--- config.mk ---
export PLATFORM = sky130hd
export DESIGN_NAME = async_xcvr
export DESIGN_NICKNAME = d
export VERILOG_FILES = /design/src/rtl/async_xcvr_pkg.sv /design/src/rtl/async_xcvr_baud.sv /design/src/rtl/async_xcvr_tx.sv /design/src/rtl/async_xcvr_rx.sv /design/src/rtl/async_xcvr.sv
export SDC_FILE = /design/constraint.sdc
export NUM_CORES = 1
export LEC_CHECK = 0
export ABC_AREA = 1
export BUFFER_PORTS_ARGS = -buffer_cell sky130_fd_sc_hd__buf_2
export CELL_PAD_IN_SITES_DETAIL_PLACEMENT = 1
export CELL_PAD_IN_SITES_GLOBAL_PLACEMENT = 2
export CORE_UTILIZATION = 32
export CTS_CLUSTER_SIZE = 10
export DETAILED_ROUTE_END_ITERATION = 8
export GPL_ROUTABILITY_DRIVEN = 0
export GPL_TIMING_DRIVEN = 0
export PLACE_DENSITY_LB_ADDON = 0.1
export SYNTH_ARGS = -nofsm -noshare
export SYNTH_HDL_FRONTEND = slang
export SYNTH_SLANG_ARGS = --single-unit
export TNS_END_PERCENT = 20
--- constraint.sdc ---
create_clock -name clk -period 1.77 [get_ports clk]
set_clock_uncertainty 0.1 [all_clocks]
set_input_delay 0.0885 -clock clk [delete_from_list [all_inputs] [get_ports clk]]
set_output_delay 0.0885 -clock clk [all_outputs]
set_load 0.1 [all_outputs]
--- src/rtl/async_xcvr_pkg.sv ---
package async_xcvr_pkg;

    typedef enum logic [2:0] {
        ST_IDLE,
        ST_START,
        ST_DATA,
        ST_PARITY,
        ST_STOP
    } line_state_e;

    localparam int MIN_BITS = 5;
    localparam int MAX_BITS = 9;

    function automatic logic [3:0] clamp_bits(input logic [3:0] req);
        if (req < 4'(MIN_BITS)) return 4'(MIN_BITS);
        if (req > 4'(MAX_BITS)) return 4'(MAX_BITS);
        return req;
    endfunction

    function automatic logic maj3(input logic [2:0] s);
        return (s[0] & s[1]) | (s[1] & s[2]) | (s[0] & s[2]);
    endfunction

    function automatic logic [8:0] width_mask(input logic [3:0] nb);
        return 9'h1FF >> (4'(MAX_BITS) - nb);
    endfunction

endpackage

--- src/rtl/async_xcvr_baud.sv ---
module async_xcvr_baud #(
    parameter int DIV_W = 12
) (
    input  logic             clk,
    input  logic             rst_n,
    input  logic [DIV_W-1:0] div,
    output logic             tick
);
    logic [DIV_W-1:0] cnt;

    always_ff @(posedge clk or negedge rst_n) begin
        if (!rst_n) begin
            cnt  <= '0;
            tick <= 1'b0;
        end else if (cnt >= div) begin
            cnt  <= '0;
            tick <= 1'b1;
        end else begin
            cnt  <= cnt + 1'b1;
            tick <= 1'b0;
        end
    end
endmodule

--- src/rtl/async_xcvr_tx.sv ---
module async_xcvr_tx
    import async_xcvr_pkg::*;
(
    input  logic       clk,
    input  logic       rst_n,
    input  logic       tick,
    input  logic       dbl,
    input  logic [3:0] nbits,
    input  logic       par_en,
    input  logic       par_odd,
    input  logic       stop2,
    input  logic       wr,
    input  logic [8:0] wdata,
    output logic       txd,
    output logic       tx_empty,
    output logic       tx_done
);
    line_state_e state, state_n;
    logic [3:0]  scnt, bcnt, os_last;
    logic [8:0]  hold, shreg;
    logic        hold_v, par_bit, bit_end, last_data, last_stop, load;

    assign os_last   = dbl ? 4'd7 : 4'd15;
    assign bit_end   = tick && (state != ST_IDLE) && (scnt == os_last);
    assign last_data = (bcnt == nbits - 4'd1);
    assign last_stop = (bcnt == {3'b000, stop2});
    assign load      = hold_v && ((state == ST_IDLE && tick) ||
                                  (state == ST_STOP && bit_end && last_stop));

    always_comb begin
        state_n = state;
        unique case (state)
            ST_IDLE:   if (load) state_n = ST_START;
            ST_START:  if (bit_end) state_n = ST_DATA;
            ST_DATA:   if (bit_end && last_data) state_n = par_en ? ST_PARITY : ST_STOP;
            ST_PARITY: if (bit_end) state_n = ST_STOP;
            ST_STOP:   if (bit_end && last_stop) state_n = hold_v ? ST_START : ST_IDLE;
            default:   state_n = ST_IDLE;
        endcase
    end

    always_ff @(posedge clk or negedge rst_n) begin
        if (!rst_n) state <= ST_IDLE;
        else        state <= state_n;
    end

    always_ff @(posedge clk or negedge rst_n) begin
        if (!rst_n) begin
            scnt    <= '0;
            bcnt    <= '0;
            hold    <= '0;
            hold_v  <= 1'b0;
            shreg   <= '0;
            par_bit <= 1'b0;
            tx_done <= 1'b0;
        end else begin
            if (tick) scnt <= (bit_end || state == ST_IDLE) ? 4'd0 : scnt + 4'd1;
            if (bit_end) bcnt <= (state_n != state) ? 4'd0 : bcnt + 4'd1;
            if (wr && !hold_v) begin
                hold   <= wdata;
                hold_v <= 1'b1;
            end else if (load) begin
                hold_v <= 1'b0;
            end
            if (load) begin
                shreg   <= hold & width_mask(nbits);
                par_bit <= (^(hold & width_mask(nbits))) ^ par_odd;
            end else if (bit_end && state == ST_DATA) begin
                shreg <= shreg >> 1;
            end
            if (wr && !hold_v)                             tx_done <= 1'b0;
            else if (state == ST_STOP && state_n == ST_IDLE) tx_done <= 1'b1;
        end
    end

    always_comb begin
        unique case (state)
            ST_START:  txd = 1'b0;
            ST_DATA:   txd = shreg[0];
            ST_PARITY: txd = par_bit;
            default:   txd = 1'b1;
        endcase
    end

    assign tx_empty = !hold_v;
endmodule

--- src/rtl/async_xcvr_rx.sv ---
module async_xcvr_rx
    import async_xcvr_pkg::*;
#(
    parameter int SYNC_STAGES = 2
) (
    input  logic       clk,
    input  logic       rst_n,
    input  logic       tick,
    input  logic       dbl,
    input  logic [3:0] nbits,
    input  logic       par_en,
    input  logic       par_odd,
    input  logic       mpm,
    input  logic       rxd,
    input  logic       rd,
    output logic [8:0] rx_data,
    output logic       rx_full,
    output logic       rx_perr,
    output logic       rx_ferr,
    output logic       rx_ovr
);
    line_state_e state, state_n;
    logic [SYNC_STAGES-1:0] sync;
    logic [3:0] scnt, bcnt, os_last, win_lo;
    logic [2:0] vote;
    logic [8:0] shreg, frame;
    logic       rx_s, bit_v, bit_end, pacc, perr_q, complete, drop;

    assign rx_s     = sync[SYNC_STAGES-1];
    assign os_last  = dbl ? 4'd7 : 4'd15;
    assign win_lo   = dbl ? 4'd2 : 4'd6;
    assign bit_end  = tick && (state != ST_IDLE) && (scnt == os_last);
    assign bit_v    = maj3(vote);
    assign frame    = shreg >> (4'(MAX_BITS) - nbits);
    assign complete = (state == ST_STOP) && bit_end;
    assign drop     = mpm && (nbits == 4'(MAX_BITS)) && !frame[8];

    always_comb begin
        state_n = state;
        unique case (state)
            ST_IDLE:   if (tick && !rx_s) state_n = ST_START;
            ST_START:  if (bit_end) state_n = bit_v ? ST_IDLE : ST_DATA;
            ST_DATA:   if (bit_end && bcnt == nbits - 4'd1) state_n = par_en ? ST_PARITY : ST_STOP;
            ST_PARITY: if (bit_end) state_n = ST_STOP;
            ST_STOP:   if (bit_end) state_n = ST_IDLE;
            default:   state_n = ST_IDLE;
        endcase
    end

    always_ff @(posedge clk or negedge rst_n) begin
        if (!rst_n) state <= ST_IDLE;
        else        state <= state_n;
    end

    always_ff @(posedge clk or negedge rst_n) begin
        if (!rst_n) begin
            sync    <= '1;
            scnt    <= '0;
            bcnt    <= '0;
            vote    <= '1;
            shreg   <= '0;
            pacc    <= 1'b0;
            perr_q  <= 1'b0;
            rx_data <= '0;
            rx_full <= 1'b0;
            rx_perr <= 1'b0;
            rx_ferr <= 1'b0;
            rx_ovr  <= 1'b0;
        end else begin
            sync <= {sync[SYNC_STAGES-2:0], rxd};
            if (tick) scnt <= (bit_end || state == ST_IDLE) ? 4'd0 : scnt + 4'd1;
            if (bit_end) bcnt <= (state_n != state) ? 4'd0 : bcnt + 4'd1;
            if (tick && state != ST_IDLE && scnt >= win_lo && scnt <= win_lo + 4'd2)
                vote <= {vote[1:0], rx_s};
            if (state == ST_IDLE) begin
                pacc   <= 1'b0;
                perr_q <= 1'b0;
            end else if (bit_end && state == ST_DATA) begin
                shreg <= {bit_v, shreg[8:1]};
                pacc  <= pacc ^ bit_v;
            end else if (bit_end && state == ST_PARITY) begin
                perr_q <= bit_v ^ pacc ^ par_odd;
            end
            if (rd) begin
                rx_full <= 1'b0;
                rx_ovr  <= 1'b0;
            end
            if (complete && !drop) begin
                if (rx_full && !rd) begin
                    rx_ovr <= 1'b1;
                end else begin
                    rx_data <= frame;
                    rx_perr <= perr_q;
                    rx_ferr <= !bit_v;
                    rx_full <= 1'b1;
                end
            end
        end
    end
endmodule

--- src/rtl/async_xcvr.sv ---
module async_xcvr
    import async_xcvr_pkg::*;
#(
    parameter int DIV_W       = 12,
    parameter int SYNC_STAGES = 2
) (
    input  logic             clk,
    input  logic             rst_n,
    input  logic [DIV_W-1:0] cfg_div,
    input  logic             cfg_dbl,
    input  logic [3:0]       cfg_dbits,
    input  logic [1:0]       cfg_par,
    input  logic             cfg_stop2,
    input  logic             cfg_mpm,
    input  logic             tx_wr,
    input  logic [8:0]       tx_data,
    output logic             tx_empty,
    output logic             tx_done,
    output logic             txd,
    input  logic             rxd,
    input  logic             rx_rd,
    output logic [8:0]       rx_data,
    output logic             rx_full,
    output logic             rx_perr,
    output logic             rx_ferr,
    output logic             rx_ovr
);
    logic       tick;
    logic [3:0] nbits;

    assign nbits = clamp_bits(cfg_dbits);

    async_xcvr_baud #(.DIV_W(DIV_W)) u_baud (
        .clk(clk), .rst_n(rst_n), .div(cfg_div), .tick(tick)
    );

    async_xcvr_tx u_tx (
        .clk(clk), .rst_n(rst_n), .tick(tick), .dbl(cfg_dbl), .nbits(nbits),
        .par_en(cfg_par[1]), .par_odd(cfg_par[0]), .stop2(cfg_stop2),
        .wr(tx_wr), .wdata(tx_data), .txd(txd), .tx_empty(tx_empty), .tx_done(tx_done)
    );

    async_xcvr_rx #(.SYNC_STAGES(SYNC_STAGES)) u_rx (
        .clk(clk), .rst_n(rst_n), .tick(tick), .dbl(cfg_dbl), .nbits(nbits),
        .par_en(cfg_par[1]), .par_odd(cfg_par[0]), .mpm(cfg_mpm), .rxd(rxd), .rd(rx_rd),
        .rx_data(rx_data), .rx_full(rx_full), .rx_perr(rx_perr), .rx_ferr(rx_ferr),
        .rx_ovr(rx_ovr)
    );
endmodule

==> results of run 1 <==
==> routing by layer <==
layer / share of wire, % / up-vias
met1: 47 / 2163
met2: 50 / 44
met3: 1.9 / 15
met4: 1.9 / 0
met5: 0 / -
li1: - / 2221
==> area by class of cell <==
class / instances / share of cell area [%]
clock inverter: 3 / 0.682
tap: 188 / 3.47
inverter: 75 / 4.41
multi-input combinational: 436 / 42.8
clock buffer: 13 / 3.69
sequential: 85 / 31.5
buffer: 12 / 2.27
timing repair buffer: 104 / 11.2
==> timing repair <==
item,4_1_cts,5_1_grt
pin swaps,16,39
hold buffers,13,0
buffers inserted,22,16
endpoints found under the hold margin,46,0
resized for setup,72,59
endpoints found under the setup margin,67,64
cloned,4,0
==> synthesized netlist by cell type, drive strengths merged, types with 4 or more instances <==
library cell    n  area (um2)
a21oi          22         110
buf             7        62.6
clkbuf          4        25.0
dfrtp          80        2000
dfstp           5         131
ha             27         338
inv            74         283
nand2         170         693
nand3          37         200
nand4          10        77.6
nor2           49         201
nor3            9        50.1
o211ai          5        37.5
o21ai          48         248
o221ai          6        52.6
o31ai           5        37.5
xnor2          13         121
xor2           16         140
==> logic make-up (layout without fill, tap and decap cells) <==
group,after synthesis,after routing,synth area share (%)
AO/OA/AOI/OAI,98,98,11.6
AND/OR/NAND/NOR,280,281,25.4
adder cells (fa/ha/maj),27,27,6.81
multiplexers,1,1,0.227
flip-flops,85,85,43.0
XOR/XNOR,29,29,5.28
buffers and inverters,87,207,7.72
==> path summary, 6_finish.rpt <==
check / startpoint / slack, ns / end / cells past startpoint
min in group asynchronous: rst_n / 0.13 / u_rx.rx_data[4]$_DFFE_PN0P_ / 2
max reg2reg: u_rx.scnt[3]$_DFFE_PN0P_ / -0.20 / u_rx.bcnt[2]$_DFFE_PN0P_ / 10
max: u_rx.scnt[3]$_DFFE_PN0P_ / -0.20 / u_rx.bcnt[2]$_DFFE_PN0P_ / 10
min: cfg_par[0] / 0.02 / u_rx.perr_q$_DFFE_PN0P_ / 3
min reg2reg: u_rx.sync[0]$_DFF_PN1_ / 0.26 / u_rx.sync[1]$_DFF_PN1_ / 0
max in group asynchronous: rst_n / 0.75 / u_rx.sync[0]$_DFF_PN1_ / 3
==> worst reg2reg max path: stages, from the launching register on <==
cell and delay [ns]:
dfrtp_1 0.41, ha_4 0.30, nand3_4 0.07, nor2_4 0.18
nand4_1 0.12, a21oi_2 0.18, nand4_1 0.16, nand3_1 0.10
nand2_1 0.07, nand2_2 0.10, a21oi_1 0.07
==> registers in the layout, indices dropped and copies added, names as in the netlist, 2 cells and up <==
| register | cells |
|---|---|
| u_baud.cnt | 12 |
| u_rx.bcnt | 4 |
| u_rx.rx_data | 9 |
| u_rx.scnt | 4 |
| u_rx.shreg | 9 |
| u_rx.state | 3 |
| u_rx.sync | 2 |
| u_rx.vote | 3 |
| u_tx.bcnt | 4 |
| u_tx.hold | 9 |
| u_tx.scnt | 4 |
| u_tx.shreg | 9 |
| u_tx.state | 3 |
==> per-stage QoR <==
| stage | area, um2 | hold slack, ns | utilization, % | total power, W |
|---|---|---|---|---|
| 2_1_floorplan | 5030 | -0.307 | - | 0.00452 |
| 4_1_cts | 6430 | 0.0235 | 42.5 | 0.00765 |
| 5_1_grt | 6790 | 0.0367 | 44.8 | 0.00844 |
| 3_3_place_gp | 5510 | 0.0962 | 36.4 | 0.00506 |
| 6_report | 6790 | 0.0243 | 44.8 | 0.00786 |
| 3_5_place_dp | 5540 | -0.0238 | 36.6 | 0.00520 |
==> report_power, final <==
part           leakage, nW  switching (W)  total, W  internal (W)
clock network        0.140       0.000823   0.00196       0.00114
logic                 2.02        0.00178   0.00302       0.00124
registers             1.10       0.000441   0.00288       0.00244
==> impl_metrics.env, run 1 <==
export IMPL_remaining_drc_errors=0
export IMPL_synth_edf_count=0
export IMPL_cpMostUsedCell="nand4_1"
export IMPL_core_area_mm2=0.0151
export IMPL_place_inst=845
export IMPL_grt_overflow=0
export IMPL_layout_common_cells="nand2_1 (135), dfrtp_1 (77), inv_1 (62), buf_2 (47), buf_4 (37)"
export IMPL_worstPathMaxFanout=4
export IMPL_cts_root_buffer="clkbuf_16"
export IMPL_async_flop_share_pct=100
export IMPL_crit_type="register to register"
export IMPL_register_area_mm2=0.00214
export IMPL_antenna_found_initial=0
export IMPL_dr_pass1_iters=4
export IMPL_p_leak_nw=3.26
export IMPL_portBuffers=49
export IMPL_cts_made_buffers=9
export IMPL_critPathSlowestCell="dfrtp_1"
export IMPL_fin_setup_tns_ns=-3.54
export IMPL_critPathCaptureType="register"
export IMPL_synth_ff_type="dfrtp_1"
export IMPL_syn_cell_area_mm2=0.00496
export IMPL_drv_slew=0
export IMPL_synth_cell_type_count=48
export IMPL_syn_instance_count=607
export IMPL_cp_arrival_ns=2.10
export IMPL_synth_warning_count=0
export IMPL_fmax_mhz=508
export IMPL_dp_hpwl_um=9810
export IMPL_finalCritPeriodShare_pct=111
export IMPL_path_buf_inv=0
export IMPL_cts_max_path_buffers=2
export IMPL_met1_usage_pct=22.9
export IMPL_finalSetupViolCount=41
export IMPL_slew_headroom_pct=62.8
export IMPL_final_common_cell="nand2_1"
export IMPL_wire_per_inst_um=15.1
export IMPL_cp_cell_sequence="ha_4 -> nand3_4 -> nor2_4 -> nand4_1 -> a21oi_2 -> nand4_1 -> nand3_1 -> nand2_1 -> nand2_2 -> a21oi_1"
export IMPL_clk_pin_slew_ns=0.06
export IMPL_max_stage_delay_ns=0.41
export IMPL_insertedDiodeCount=0
export IMPL_grt_max_degree=54
export IMPL_clock_sinks=85
export IMPL_max_cap_viol_count=0
export IMPL_yosysSeqAreaShare_pct=43.0
export IMPL_tightest_slew_ns=0.554
export IMPL_crit_required_ns=1.90
export IMPL_post_place_ws_ns=-0.572
export IMPL_power_density_mw_per_mm2=1160
export IMPL_die_x_um=126
export IMPL_num_rows=45
export IMPL_dieArea_mm2=0.0160
export IMPL_syn_to_final_growth_pct=36.9
export IMPL_hold_violations=0
export IMPL_fin_nets=785
export IMPL_vias=4443
export IMPL_rsz0062_at_grt="yes"
export IMPL_top_usage_layer="met2"
export IMPL_violations="setup timing"
export IMPL_grt_pass1_vias=4643
export IMPL_viasPerCell=4.85
export IMPL_final_cells=916
export IMPL_drive_above_1_share_pct=31.0
export IMPL_period_needed_ns=1.97
export IMPL_worstSkewPairLatency_ns=0.35
export IMPL_grt_pass1_wl_um=22900
export IMPL_multi_input_area_mm2=0.00290
export IMPL_die_h_um=126
export IMPL_drtIter0Drc=171
export IMPL_pin_count=51
export IMPL_htreeDepth=3
export IMPL_syn_area_per_cell_um2=8.17
export IMPL_ys_ff_latch=85
export IMPL_grt_util_met3_pct=2.83
export IMPL_crit_family="simple AND/OR/NAND/NOR gates"
export IMPL_ir_worst_vdd_uv=680
export IMPL_nFillCells=1795
export IMPL_track_usage_pct=18.4
export IMPL_hp_class="input pin to register"
export IMPL_outcome="complete, but fails checks"
export IMPL_fin_ws_ns=-0.197
export IMPL_cts_tree="done"
export IMPL_start_util_pct=32.7
export IMPL_use_met2_pct=31.7
export IMPL_worstSetupStartpointType="register"
export IMPL_syn_num_nets=669
export IMPL_drt_wl_total_um=13900
export IMPL_ant_nets=0
No activity file was read; power rests on OpenSTA's default activity.
==> run 2, diff against run 1 <==
--- a/config.mk
+++ b/config.mk
@@ -14,7 +14,7 @@
 export DETAILED_ROUTE_END_ITERATION = 8
 export GPL_ROUTABILITY_DRIVEN = 0
 export GPL_TIMING_DRIVEN = 0
-export PLACE_DENSITY_LB_ADDON = 0.1
+export PLACE_DENSITY = 0.82
 export SYNTH_ARGS = -nofsm -noshare
 export SYNTH_HDL_FRONTEND = slang
 export SYNTH_SLANG_ARGS = --single-unit
==> impl_metrics.env, run 2 (same netlist as run 1, synthesis figures left out) <==
export IMPL_rsz0062_at_grt="yes"
export IMPL_path_buf_inv=3
export IMPL_drive_above_1_share_pct=31.7
export IMPL_htreeDepth=3
export IMPL_drt_wl_total_um=14000
export IMPL_layout_common_cells="nand2_1 (138), dfrtp_1 (79), inv_1 (61), buf_2 (47), buf_4 (38)"
export IMPL_grt_pass1_vias=4823
export IMPL_cts_root_buffer="clkbuf_16"
export IMPL_viasPerCell=4.85
export IMPL_nFillCells=1752
export IMPL_largest_reg_flops=12
export IMPL_track_usage_pct=18.7
export IMPL_worstSkewPairLatency_ns=0.35
export IMPL_clk_pin_slew_ns=0.07
export IMPL_antenna_found_initial=0
export IMPL_worstPathMaxFanout=5
export IMPL_grt_overflow=0
export IMPL_worstSetupStartpointType="register"
export IMPL_routed_top_layer="met4"
export IMPL_start_util_pct=32.7
export IMPL_finalSetupViolCount=45
export IMPL_fin_ws_ns=-0.245
export IMPL_fin_nets=788
export IMPL_num_rows=45
export IMPL_hp_class="input pin to register"
export IMPL_insertedDiodeCount=0
export IMPL_critPathSlowestCell="dfrtp_1"
export IMPL_clock_sinks=85
export IMPL_cp_cell_sequence="inv_2 -> ha_4 -> inv_2 -> nand2_2 -> a21oi_2 -> o21bai_1 -> a21oi_2 -> o21a_1 -> o21ai_2 -> nand2_2 -> nand2_4 -> clkbuf_16 -> nor2_1"
export IMPL_fmax_mhz=496
export IMPL_dpl_cell_area_mm2=0.00554
export IMPL_outcome="complete, but fails checks"
export IMPL_core_area_mm2=0.0151
export IMPL_ant_nets=0
export IMPL_crit_family="compound AO/OA/AOI/OAI gates"
export IMPL_cts_tree="done"
export IMPL_hold_violations=0
export IMPL_finalCritPeriodShare_pct=114
export IMPL_wire_per_inst_um=15.2
export IMPL_die_h_um=126
export IMPL_crit_type="register to register"
export IMPL_ir_worst_vdd_uv=523
export IMPL_cts_made_buffers=9
export IMPL_power_density_mw_per_mm2=1150
export IMPL_place_inst=845
export IMPL_critPathCaptureType="register"
export IMPL_p_leak_nw=3.30
export IMPL_final_common_cell="nand2_1"
export IMPL_fin_util_pct=45.2
export IMPL_vias=4454
export IMPL_drv_slew=0
export IMPL_cts_max_path_buffers=2
export IMPL_max_cap_viol_count=0
export IMPL_fin_setup_tns_ns=-6.08
export IMPL_dr_pass1_iters=4
export IMPL_cp_arrival_ns=2.15
export IMPL_dieArea_mm2=0.0160
export IMPL_drtIter0Drc=207
export IMPL_tightest_slew_ns=0.498
export IMPL_stdcell_area_mm2=0.00685
export IMPL_period_needed_ns=2.02
export IMPL_wl_met1_um=6070
export IMPL_final_cells=919
export IMPL_remaining_drc_errors=0
export IMPL_max_stage_delay_ns=0.38
export IMPL_syn_to_final_growth_pct=38.1
export IMPL_portBuffers=49
export IMPL_dr_wl_met2_um=7420
export IMPL_grt_max_degree=60
export IMPL_wl_met3_um=268
export IMPL_dp_hpwl_um=9470
export IMPL_slew_headroom_pct=66.6
export IMPL_crit_required_ns=1.91
export IMPL_holdWs_ns=0.0133
export IMPL_regMostFlops="u_baud.cnt"
export IMPL_grt_pass1_wl_um=23400
export IMPL_violations="setup timing"
export IMPL_pin_count=51
export IMPL_die_x_um=126
[run 2: cell count changes in the layout (fill, tap and decap cells not counted), sizes merged]
| cell | previous run | this run |
|---|---|---|
| inv | 73 | 74 |
| clkbuf | 16 | 14 |
| clkinvlp | 1 | 3 |
| buf | 99 | 101 |
[run 2: power by group]
| group | total, W | internal, W | switching [W] |
|---|---|---|---|
| Sequential | 0.00287 | 0.00243 | 0.000436 |
| Clock | 0.00195 | 0.00113 | 0.000827 |
| Combinational | 0.00306 | 0.00124 | 0.00182 |
[run 2: layout make-up]
cell class	instances	area [um2]	share of cell area, %
Sequential cell	85	2130	31.2
Clock inverter	6	62.6	0.914
Buffer	12	169	2.47
Clock buffer	10	239	3.49
Inverter	75	292	4.26
Tap cell	188	235	3.44
Multi-Input combinational cell	436	2910	42.5
Timing Repair Buffer	107	802	11.7
[run 2: layer usage]
metal,track usage [%],up-vias
li1,-,2229
met1,22.1,2170
met5,0,-
met2,33.9,44
met3,2.99,11
met4,7.16,0
[run 2: worst min-delay path: cells and delay by family]
| kind | cells | cell delay [ns] |
|---|---|---|
| compound gates | 1 | 0.07 |
| buf+inv | 1 | 0.14 |
| xor+xnor | 1 | 0.13 |
[run 2: through the flow]
step                      total power, W  worst slack (ns)
after global placement           0.00502            -0.521
after floorplan                  0.00452            -0.301
after CTS                        0.00760            -0.236
after global routing             0.00845            -0.387
final                            0.00788            -0.245
after detailed placement         0.00519            -0.618
[run 2: final timing paths]
path                                               from                   endpoint  slack, ns  depth (start not counted)
worst min register to register   u_rx.sync[0]$_DFF_PN1_     u_rx.sync[1]$_DFF_PN1_       0.26                          0
worst max-delay path            u_baud.cnt[0]$_DFF_PN0_    u_baud.cnt[7]$_DFF_PN0_      -0.25                         13
min in group asynchronous                         rst_n  u_tx.shreg[3]$_DFFE_PN0P_       0.11                          2
worst max register to register  u_baud.cnt[0]$_DFF_PN0_    u_baud.cnt[7]$_DFF_PN0_      -0.25                         13
worst min-delay path                         cfg_par[0]    u_rx.perr_q$_DFFE_PN0P_       0.01                          3
max in group asynchronous                         rst_n     u_rx.sync[1]$_DFF_PN1_       0.77                          3
[run 2: what timing repair did]
| item | CTS | global route |
|---|---|---|
| endpoints found under the hold margin | 93 | 0 |
| buffers inserted | 27 | 14 |
| endpoints found under the setup margin | 66 | 62 |
| pin swaps | 16 | 26 |
| hold buffers | 13 | 0 |
| cloned | 3 | 1 |
| gates resized for setup | 68 | 64 |
==> run 3, diff against run 2 <==
--- a/config.mk
+++ b/config.mk
@@ -9,12 +9,14 @@
 export BUFFER_PORTS_ARGS = -buffer_cell sky130_fd_sc_hd__buf_2
 export CELL_PAD_IN_SITES_DETAIL_PLACEMENT = 1
 export CELL_PAD_IN_SITES_GLOBAL_PLACEMENT = 2
+export CORE_ASPECT_RATIO = 1.25
 export CORE_UTILIZATION = 32
 export CTS_CLUSTER_SIZE = 10
 export DETAILED_ROUTE_END_ITERATION = 8
 export GPL_ROUTABILITY_DRIVEN = 0
 export GPL_TIMING_DRIVEN = 0
 export PLACE_DENSITY = 0.82
+export SKIP_LAST_GASP = 1
 export SYNTH_ARGS = -nofsm -noshare
 export SYNTH_HDL_FRONTEND = slang
 export SYNTH_SLANG_ARGS = --single-unit
==> impl_metrics.env, run 3 (same netlist as run 1, synthesis figures left out) <==
export IMPL_outcome="complete, but fails checks"
export IMPL_violations="setup timing"
export IMPL_dieArea_mm2=0.0160
export IMPL_start_util_pct=32.9
export IMPL_hold_violations=0
export IMPL_hp_start="cfg_par[0]"
export IMPL_viasPerCell=4.78
export IMPL_crit_type="register to register"
export IMPL_r2r_slack_ns=-0.31
export IMPL_drv_slew=0
export IMPL_cp_arrival_ns=2.22
export IMPL_min_path_cells=3
export IMPL_fmax_mhz=480
export IMPL_grt_overflow=0
export IMPL_max_cap_viol_count=0
export IMPL_num_rows=50
export IMPL_post_place_ws_ns=-0.569
export IMPL_drt_wl_total_um=13600
export IMPL_remaining_drc_errors=0
export IMPL_tightest_slew_ns=0.683
export IMPL_holdPathEnd="u_rx.perr_q$_DFFE_PN0P_"
export IMPL_grt_pass1_wl_um=22600
export IMPL_rsz0062_at_grt="yes"
export IMPL_worstSkewPairLatency_ns=0.35
export IMPL_register_area_mm2=0.00213
export IMPL_die_x_um=113
export IMPL_track_usage_pct=18.0
export IMPL_dp_hpwl_um=9860
export IMPL_cts_tree="done"
export IMPL_regMostFlops="u_baud.cnt"
export IMPL_cts_root_buffer="clkbuf_16"
export IMPL_pin_count=51
export IMPL_worstPathMaxFanout=4
export IMPL_dr_pass1_iters=4
export IMPL_ir_worst_vdd_uv=621
export IMPL_cts_max_path_buffers=2
export IMPL_multi_input_area_mm2=0.00266
export IMPL_power_density_mw_per_mm2=1190
export IMPL_drive_above_1_share_pct=23.7
export IMPL_crit_required_ns=1.91
export IMPL_layout_common_cells="nand2_1 (153), dfrtp_1 (80), inv_1 (66), buf_2 (48), o21ai_0 (41)"
export IMPL_portBuffers=49
export IMPL_finalSetupViolCount=60
export IMPL_largest_reg_flops=12
export IMPL_r2r_start="u_rx.scnt[3]$_DFFE_PN0P_"
export IMPL_fin_ws_ns=-0.314
export IMPL_critPathCaptureType="register"
export IMPL_grt_pass1_vias=4703
export IMPL_nFillCells=1816
export IMPL_htreeDepth=3
export IMPL_final_common_cell="nand2_1"
export IMPL_wire_per_inst_um=14.9
export IMPL_fin_nets=766
export IMPL_period_needed_ns=2.08
export IMPL_hp_class="input pin to register"
export IMPL_antenna_found_initial=0
export IMPL_vias=4380
export IMPL_worstSetupStartpointType="register"
export IMPL_slew_headroom_pct=54.0
export IMPL_clk_pin_slew_ns=0.07
export IMPL_rr_endpoint="u_rx.bcnt[0]$_DFFE_PN0P_"
export IMPL_ant_nets=0
export IMPL_die_h_um=141
export IMPL_cts_made_buffers=9
export IMPL_fin_setup_tns_ns=-8.51
export IMPL_grt_max_degree=54
export IMPL_finalCritPeriodShare_pct=118
export IMPL_insertedDiodeCount=0
export IMPL_drtIter0Drc=192
export IMPL_syn_to_final_growth_pct=29.4
export IMPL_p_leak_nw=3.13
export IMPL_reg2reg_depth=11
export IMPL_core_area_mm2=0.0151
export IMPL_clock_sinks=85
-- run 3: cell count changes in the layout (fill, tap and decap cells not counted), moves of 4 or more --
cell | previous run | this run
buf_4 | 38 | 21
buf_8 | 6 | 0
inv_1 | 61 | 66
inv_2 | 11 | 6
nand2_1 | 138 | 153
nand2_2 | 19 | 8
nor2_1 | 35 | 39
nor3_1 | 1 | 5
o21ai_0 | 33 | 41
o21ai_1 | 9 | 5
-- run 3: where the power goes --
| group | leakage [nW] | switching, W | total (W) | internal [W] |
|---|---|---|---|---|
| Combinational | 1.87 | 0.00160 | 0.00264 | 0.00105 |
| Clock | 0.163 | 0.000826 | 0.00214 | 0.00131 |
| Sequential | 1.10 | 0.000427 | 0.00286 | 0.00243 |
-- run 3: routing by layer --
layer	track usage [%]	vias up	wire length, um
li1	-	2178	-
met1	19.6	2140	5530
met2	34.7	46	7530
met3	3.10	16	321
met4	6.02	0	237
met5	0	-	0
-- run 3: stage by stage --
stage	cells	utilization (%)	area, um2	power, W	hold slack [ns]
floorplan	607	-	5030	0.00452	-0.307
global placement	864	36.7	5540	0.00502	0.0948
detailed placement	865	36.9	5570	0.00520	-0.0281
CTS	909	41.8	6300	0.00764	0.00661
global route	917	42.6	6420	0.00817	0.0137
finish	917	42.6	6420	0.00764	0.0151
-- run 3: worst max-delay path: stages, from the launching register on --
cell and delay [ns]:
dfrtp_1 0.42, ha_4 0.31, nand3_4 0.08, nor2_4 0.17, nand4_1 0.12, a21oi_2 0.19
buf_4 0.14, nand4_1 0.11, nand2_1 0.09, nor2_1 0.05, nand2_2 0.12, o21ai_1 0.08
-- run 3: area by class of cell --
| class | instances | share of cell area (%) |
|---|---|---|
| Timing Repair Buffer | 85 | 9.17 |
| Inverter | 75 | 4.54 |
| Clock inverter | 4 | 1.09 |
| Clock buffer | 12 | 4.00 |
| Tap cell | 208 | 4.06 |
| Multi-Input combinational cell | 436 | 41.5 |
| Buffer | 12 | 2.38 |
| Sequential cell | 85 | 33.2 |
-- run 3: how the worst max path moves through the flow --
stage	from	slack (ns)	cells past startpoint	to
2_1_floorplan	u_tx.state[0]$_DFF_PN0_	-0.30	1	txd
3_3_place_gp	u_tx.scnt[0]$_DFFE_PN0P_	-0.51	8	u_tx.shreg[6]$_DFFE_PN0P_
3_5_place_dp	u_tx.scnt[0]$_DFFE_PN0P_	-0.57	8	u_tx.shreg[4]$_DFFE_PN0P_
4_1_cts	u_baud.cnt[0]$_DFF_PN0_	-0.27	13	u_baud.cnt[6]$_DFF_PN0_
5_1_grt	u_rx.scnt[3]$_DFFE_PN0P_	-0.43	10	u_rx.bcnt[0]$_DFFE_PN0P_
6_report	u_rx.scnt[3]$_DFFE_PN0P_	-0.31	11	u_rx.bcnt[0]$_DFFE_PN0P_
-- run 3: repair_timing --
item,4_1_cts,5_1_grt
gates cloned,2,2
pin swaps,13,11
gates resized for setup,42,15
hold buffers,12,0
buffers inserted,14,6
endpoints found under the hold margin,47,0
endpoints found under the setup margin,67,63
